[src/rtl/ddr_pwrup_pkg.sv]
package ddr_pwrup_pkg;
  // {cs_n, ras_n, cas_n, we_n}
  typedef logic [3:0] bus_cmd_t;
  localparam bus_cmd_t CMD_NOP  = 4'b0111;
  localparam bus_cmd_t CMD_PRE  = 4'b0010;
  localparam bus_cmd_t CMD_REF  = 4'b0001;
  localparam bus_cmd_t CMD_MODE = 4'b0000;

  localparam int A_ALLBANK = 10;

  typedef enum logic [3:0] {
    ST_STABLE, ST_CKE, ST_PRE, ST_EMRS, ST_MRS_DLLRST,
    ST_REF, ST_LOCKWAIT, ST_MRS_FINAL, ST_GAP, ST_DONE
  } seq_state_t;

  // mode word: [8] DLL reset, [7] test (always 0), [6:4] CAS, [3] type, [2:0] length
  function automatic logic [8:0] mode_word(input logic [2:0] bl, input logic bt,
                                           input logic [2:0] cl, input logic dll_rst);
    return {dll_rst, 1'b0, cl, bt, bl};
  endfunction
endpackage

[src/rtl/ddr_pwrup_stable.sv]
module ddr_pwrup_stable #(
  parameter int unsigned CYCLES = 25000
) (
  input  logic clk,
  input  logic rst_n,
  input  logic en,
  input  logic pwr_ok,
  output logic ripe
);
  localparam int unsigned CW = $clog2(CYCLES + 1);
  logic [CW-1:0] cnt;

  assign ripe = en && pwr_ok && (cnt == CW'(CYCLES - 1));

  always_ff @(posedge clk or negedge rst_n) begin
    if (!rst_n)               cnt <= '0;
    else if (!en || !pwr_ok)  cnt <= '0;
    else if (!ripe)           cnt <= cnt + 1'b1;
  end
endmodule

[src/rtl/ddr_pwrup_gap.sv]
module ddr_pwrup_gap #(
  parameter int unsigned W = 4
) (
  input  logic         clk,
  input  logic         rst_n,
  input  logic         load,
  input  logic [W-1:0] len,
  output logic         expired
);
  logic [W-1:0] left;

  always_ff @(posedge clk or negedge rst_n) begin
    if (!rst_n)            left <= '0;
    else if (load)         left <= len - 1'b1;
    else if (left != '0)   left <= left - 1'b1;
  end

  assign expired = (left == '0);
endmodule

[src/rtl/ddr_pwrup_lock.sv]
module ddr_pwrup_lock #(
  parameter int unsigned LOCK = 200
) (
  input  logic clk,
  input  logic rst_n,
  input  logic start,
  output logic ready
);
  localparam int unsigned LW = $clog2(LOCK + 1);
  logic [LW-1:0] cnt;

  always_ff @(posedge clk or negedge rst_n) begin
    if (!rst_n)                                cnt <= '0;
    else if (start)                            cnt <= LW'(1);
    else if (cnt != '0 && cnt < LW'(LOCK))     cnt <= cnt + 1'b1;
  end

  // next cycle is at least LOCK cycles past the start command
  assign ready = (cnt >= LW'(LOCK - 1));
endmodule

[src/rtl/ddr_pwrup_seq.sv]
module ddr_pwrup_seq
  import ddr_pwrup_pkg::*;
#(
  parameter int unsigned STABLE_CYC   = 25000,
  parameter int unsigned T_RP         = 3,
  parameter int unsigned T_MRD        = 2,
  parameter int unsigned T_RFC        = 10,
  parameter int unsigned T_LOCK       = 200,
  parameter bit          PER_BANK_PRE = 1'b0,
  parameter int unsigned NUM_BANKS    = 4,
  parameter int unsigned BA_W         = 2,
  parameter int unsigned ADDR_W       = 13
) (
  input  logic              clk,
  input  logic              rst_n,
  input  logic              pwr_ok,
  input  logic [2:0]        cfg_burst_len,
  input  logic              cfg_burst_seq,
  input  logic [2:0]        cfg_cas_lat,
  input  logic              cfg_mrs_first,
  output logic              cke,
  output logic              cs_n,
  output logic              ras_n,
  output logic              cas_n,
  output logic              we_n,
  output logic [BA_W-1:0]   ba,
  output logic [ADDR_W-1:0] addr,
  output logic              init_done
);
  localparam int unsigned G1   = (T_RP > T_MRD) ? T_RP : T_MRD;
  localparam int unsigned GMAX = (G1 > T_RFC) ? G1 : T_RFC;
  localparam int unsigned GW   = $clog2(GMAX + 1);

  seq_state_t state, nxt, after_q, nxt_after;
  logic       ripe, gap_over, gap_load, lock_ready, ref_seen;
  logic [GW-1:0] gap_len;
  logic [BA_W-1:0] pre_ba;
  logic       pre_a10, pre_last;
  bus_cmd_t   cmd;

  ddr_pwrup_stable #(.CYCLES(STABLE_CYC)) u_stable (
    .clk(clk), .rst_n(rst_n), .en(state == ST_STABLE), .pwr_ok(pwr_ok), .ripe(ripe));

  ddr_pwrup_gap #(.W(GW)) u_gap (
    .clk(clk), .rst_n(rst_n), .load(gap_load), .len(gap_len), .expired(gap_over));

  ddr_pwrup_lock #(.LOCK(T_LOCK)) u_lock (
    .clk(clk), .rst_n(rst_n), .start(state == ST_MRS_DLLRST), .ready(lock_ready));

  generate
    if (PER_BANK_PRE) begin : g_per_bank
      logic [BA_W-1:0] bank_q;
      always_ff @(posedge clk or negedge rst_n) begin
        if (!rst_n)                bank_q <= '0;
        else if (state == ST_PRE)  bank_q <= bank_q + 1'b1;
      end
      assign pre_ba   = bank_q;
      assign pre_a10  = 1'b0;
      assign pre_last = (bank_q == BA_W'(NUM_BANKS - 1));
    end else begin : g_all_bank
      assign pre_ba   = '0;
      assign pre_a10  = 1'b1;
      assign pre_last = 1'b1;
    end
  endgenerate

  always_comb begin
    nxt       = state;
    nxt_after = after_q;
    gap_load  = 1'b0;
    gap_len   = GW'(T_MRD);
    case (state)
      ST_STABLE:     if (ripe) nxt = ST_CKE;
      ST_CKE:        nxt = ST_PRE;
      ST_PRE: begin
        gap_load = 1'b1; gap_len = GW'(T_RP); nxt = ST_GAP;
        nxt_after = pre_last ? ST_EMRS : ST_PRE;
      end
      ST_EMRS: begin
        gap_load = 1'b1; nxt = ST_GAP; nxt_after = ST_MRS_DLLRST;
      end
      ST_MRS_DLLRST: begin
        gap_load = 1'b1; nxt = ST_GAP;
        nxt_after = cfg_mrs_first ? ST_LOCKWAIT : ST_REF;
      end
      ST_REF: begin
        gap_load = 1'b1; gap_len = GW'(T_RFC); nxt = ST_GAP;
        if (!ref_seen)          nxt_after = ST_REF;
        else if (cfg_mrs_first) nxt_after = ST_DONE;
        else                    nxt_after = ST_LOCKWAIT;
      end
      ST_LOCKWAIT:   if (lock_ready) nxt = ST_MRS_FINAL;
      ST_MRS_FINAL: begin
        gap_load = 1'b1; nxt = ST_GAP;
        nxt_after = cfg_mrs_first ? ST_REF : ST_DONE;
      end
      ST_GAP:        if (gap_over) nxt = after_q;
      ST_DONE:       nxt = ST_DONE;
      default:       nxt = ST_STABLE;
    endcase
  end

  always_ff @(posedge clk or negedge rst_n) begin
    if (!rst_n) begin
      state    <= ST_STABLE;
      after_q  <= ST_STABLE;
      ref_seen <= 1'b0;
    end else begin
      state   <= nxt;
      after_q <= nxt_after;
      if (state == ST_REF) ref_seen <= 1'b1;
    end
  end

  always_comb begin
    cke  = (state != ST_STABLE);
    cmd  = CMD_NOP;
    ba   = '0;
    addr = '0;
    case (state)
      ST_PRE: begin
        cmd = CMD_PRE; ba = pre_ba; addr[A_ALLBANK] = pre_a10;
      end
      ST_EMRS: begin
        cmd = CMD_MODE; ba = BA_W'(1);
      end
      ST_MRS_DLLRST: begin
        cmd = CMD_MODE;
        addr[8:0] = mode_word(cfg_burst_len, cfg_burst_seq, cfg_cas_lat, 1'b1);
      end
      ST_MRS_FINAL: begin
        cmd = CMD_MODE;
        addr[8:0] = mode_word(cfg_burst_len, cfg_burst_seq, cfg_cas_lat, 1'b0);
      end
      ST_REF:  cmd = CMD_REF;
      default: cmd = CMD_NOP;
    endcase
  end

  assign {cs_n, ras_n, cas_n, we_n} = cmd;
  assign init_done = (state == ST_DONE);
endmodule

[config.mk]
export PLATFORM = sky130hd
export DESIGN_NAME = ddr_pwrup_seq
export DESIGN_NICKNAME = d
export VERILOG_FILES = /design/src/rtl/ddr_pwrup_pkg.sv /design/src/rtl/ddr_pwrup_stable.sv /design/src/rtl/ddr_pwrup_gap.sv /design/src/rtl/ddr_pwrup_lock.sv /design/src/rtl/ddr_pwrup_seq.sv
export SDC_FILE = /design/constraint.sdc
export NUM_CORES = 1
export LEC_CHECK = 0
export BUFFER_PORTS_ARGS = -buffer_cell sky130_fd_sc_hd__buf_4
export CAP_MARGIN = 20
export CORE_MARGIN = 4
export CORE_UTILIZATION = 57
export DETAILED_ROUTE_END_ITERATION = 10
export HOLD_SLACK_MARGIN = 0.08
export PLACE_DENSITY = 0.76
export RECOVER_POWER = 25
export SLEW_MARGIN = 20
export SYNTH_ARGS = -nofsm -noshare
export SYNTH_HDL_FRONTEND = slang
export SYNTH_HIERARCHICAL = 1
export SYNTH_SLANG_ARGS = --single-unit
export TNS_END_PERCENT = 1
[constraint.sdc]
create_clock -name clk -period 2.6 [get_ports clk]
set_input_delay 0.26 -clock clk [delete_from_list [all_inputs] [get_ports clk]]
set_output_delay 0.26 -clock clk [all_outputs]
set_load 0.005 [all_outputs]
==> impl_metrics.csv <==
group,metric,value,unit
timing,whs,231,ps
placement,dp_hpwl,3560,µm
cells_and_area,layout_common_cells,"dfrtp_1, buf_4, nor2_1, nand2_1, a21oi_1",
power_and_ir_drop,swShare,21.9,%
power_and_ir_drop,power.share.clock,44.5,%
synth,synth_fa_ha_area_share,2.71,%
routing,route.detailed.drc,0,
clock_tree,cts_tree,"yes",
timing,fin_tns_setup,0,ps
placement,placed_area,2530,µm²
synth,yosys.cell_types.count,63,
cells_and_area,syn_to_final_growth,14.9,%
cells_and_area,final_util,69.8,%
synth,ys_seq_elements,36,
synth,syn_inst,255,
placement,placement.io_buffers,25,
power_and_ir_drop,p_leak,1.19,nW
worst_setup_path,crit_type,"register to output port",
routing,vias,1864,
worst_setup_path,crit_required,2340,ps
global_routing,grt_first_pass_wirelength,8070,µm
worst_setup_path,endpoint_kind,"output port",
cells_and_area,fill_cells,325,
routing,drt_iter0_drc,79,
power_and_ir_drop,p_sw,243,µW
floorplan,dieHeight,71.6,µm
timing,rsz0062_at_grt,"no",
run_status,status,"finished, final reports clean",
placement,post-place-ws,450,ps
routing,route.detailed.wl_per_inst,14.5,µm
synth,synth_area,2310,µm²
job,maxCapViolCount,0,
cells_and_area,nNetsFinal,302,
worst_setup_path,reg2reg_depth,7,
power_and_ir_drop,irDropWorstVdd,0.000331,V
clock_tree,cts-buffers-inserted,5,
worst_setup_path,critPathLaunchType,"register",
synth,synth_compound_area_share,15.3,%
power_and_ir_drop,pwr-share-comb,4.2,%
cells_and_area,layout_commonest_cell,"dfrtp_1",
timing,hold_violations,0,
synth,synth_top_family_by_area,"simple AND/OR/NAND/NOR gates",
timing,period_share,87.7,%
routing,vias_per_cell,5.56,
clock_tree,clock-sinks,36,
floorplan,core,3800,µm²
clock_tree,clk_path_buf_depth,2,
cells_and_area,multi_input_area,1310,µm²
timing,finClkSkew,9.66,ps
cells_and_area,final_layout_size_suffix_gt1_share,19.5,%
synth,syn_area_per_cell,9.05,µm²
timing,fin_crit,2280,ps
clock_tree,insertion_delay,290,ps
synth,synth_edf_count,0,
synth,synth_seq_area_share,39.0,%
synth,synth_warnings,6,
worst_hold_path,min_path_type,"input pin to register",
synth,synthArstFlopShare,100,%
global_routing,antenna_found_initial,0,
clock_tree,root_buffer,"clkbuf_8",
synth,synthSimpleGateAreaFrac,28.3,%
timing,relSlewSlack,40.8,%
clock_tree,post_cts_buffers,0,
power_and_ir_drop,p_per_area,418,nW/µm²
floorplan,start_util,60.8,%
worst_setup_path,arrival,2020,ps
clock_tree,cts_repair_resize_count,0,
routing,antenna_left,0,
floorplan,dieArea,5130,µm²
floorplan,die_w,71.6,µm
power_and_ir_drop,p_int,866,µW
timing,drv_slew,0,
placement,finalWeightedCongestion,0.844,
timing,tightest_slew,888,ps
floorplan,io_pins,32,
routing,drt_wl_total,4850,µm
cells_and_area,diodes,0,
clock_tree,cts_max_level,2,
global_routing,grt.total_usage,20.0,%
worst_hold_path,hold_depth,3,
synth,synth_xor_area_share,4.17,%
timing,setup_violations,0,
power_and_ir_drop,seqPwrFrac,51.3,%
cells_and_area,seqCellArea,901,µm²
synth,muxShareOfSynthArea,4.44,%
clock_tree,path_clk_slew,80,ps
cells_and_area,finish.instance_area,2650,µm²
global_routing,grt_max_degree,37,
global_routing,grt_pass1_vias,1848,
floorplan,rows,22,
global_routing,overflow,0,
routing,drt_pass1_iterations,4,
timing,setup_slack,320,ps
synth,synthFlopType,"dfrtp_1",
timing,fmax,439,MHz
worst_setup_path,critical_path.max_fanout,16,
==> area by class of cell <==
cell class                      count  area share [%]
Multi-Input combinational cell    202            49.2
Inverter                            9            1.27
Timing Repair Buffer               32            9.06
Clock inverter                      3            1.60
Tap cell                           48            2.26
Sequential cell                    36            34.0
Clock buffer                        5            2.59
==> metal layers <==
metal	vias up	GRT usage, %	share of wire, %
li1	947	-	-
met1	886	23.5	45
met2	22	34.8	50
met3	9	5.33	2.9
met4	0	7.72	2.0
met5	-	0	0
==> power groups by stage <==
stage               sequential, mW  combinational [mW]  clock (mW)
CTS                          0.568              0.0484       0.505
global placement             0.579              0.0457           0
floorplan                    0.579              0.0242           0
detailed placement           0.580              0.0470           0
global route                 0.569              0.0534       0.536
finish                       0.569              0.0469       0.493
==> critical path: stages, from the launching register on <==
cell,delay [ps]
dfrtp_1,660
nor2_2,130
a211oi_2,450
buf_4,240
o21ai_0,90
buf_4,150
==> flip-flops by register name (all words and copies together) (netlist names) <==
register / count
u_gap/left: 4
u_lock/cnt: 8
ref_seen: 1
u_stable/cnt: 15
state: 4
after_q: 4
==> kinds of logic (layout without fill, tap and decap cells) <==
kind of cell | count (synthesis) | count (layout)
adder cells (fa/ha/maj) | 5 | 5
buffers and inverters | 25 | 49
AND/OR/NAND/NOR | 114 | 114
other | 2 | 10
multiplexers | 10 | 10
AO/OA/AOI/OAI | 52 | 52
flip-flops | 36 | 36
XOR/XNOR | 11 | 11
==> final timing paths <==
| check | startpoint | endpoint | slack, ps |
|---|---|---|---|
| setup / recovery | state[2] | we_n | 320 |
| hold / removal | pwr_ok | u_stable/cnt[2] | 230 |
| setup reg to reg | state[2] | u_gap/left[2] | 440 |
| hold reg to reg | after_q[2] | after_q[2] | 510 |
| max in group asynchronous | rst_n | u_stable/cnt[1] | 1420 |
| min in group asynchronous | rst_n | after_q[2] | 620 |
==> cell usage after synthesis, types with 5 or more instances <==
library cell / instances / share of area, %
o21ai_0: 11 / 2.4
nor2_1: 24 / 3.9
inv_1: 7 / 1.1
nand2b_1: 6 / 1.6
or3_1: 5 / 1.4
and2_1: 9 / 2.4
nor3_1: 6 / 1.3
a21oi_1: 13 / 2.8
nand2_1: 20 / 3.3
nand3_1: 6 / 1.3
buf_4: 6 / 2.0
ha_1: 5 / 2.7
dfrtp_1: 36 / 39
and3_1: 5 / 1.4
xnor2_1: 7 / 2.7
mux2i_1: 8 / 3.5
buf_2: 6 / 1.3
==> per-stage QoR <==
stage	power [mW]	std cells
floorplan	0.603	263
global route	1.16	335
global placement	0.625	326
detailed placement	0.627	326
CTS	1.12	335
finish	1.11	335
==> repair_timing <==
action                                  CTS  global route
hold buffers                              1             0
endpoints found under the setup margin    0             0
hold endpoints to repair                 36             0
No activity file was read; power rests on OpenSTA's default activity.
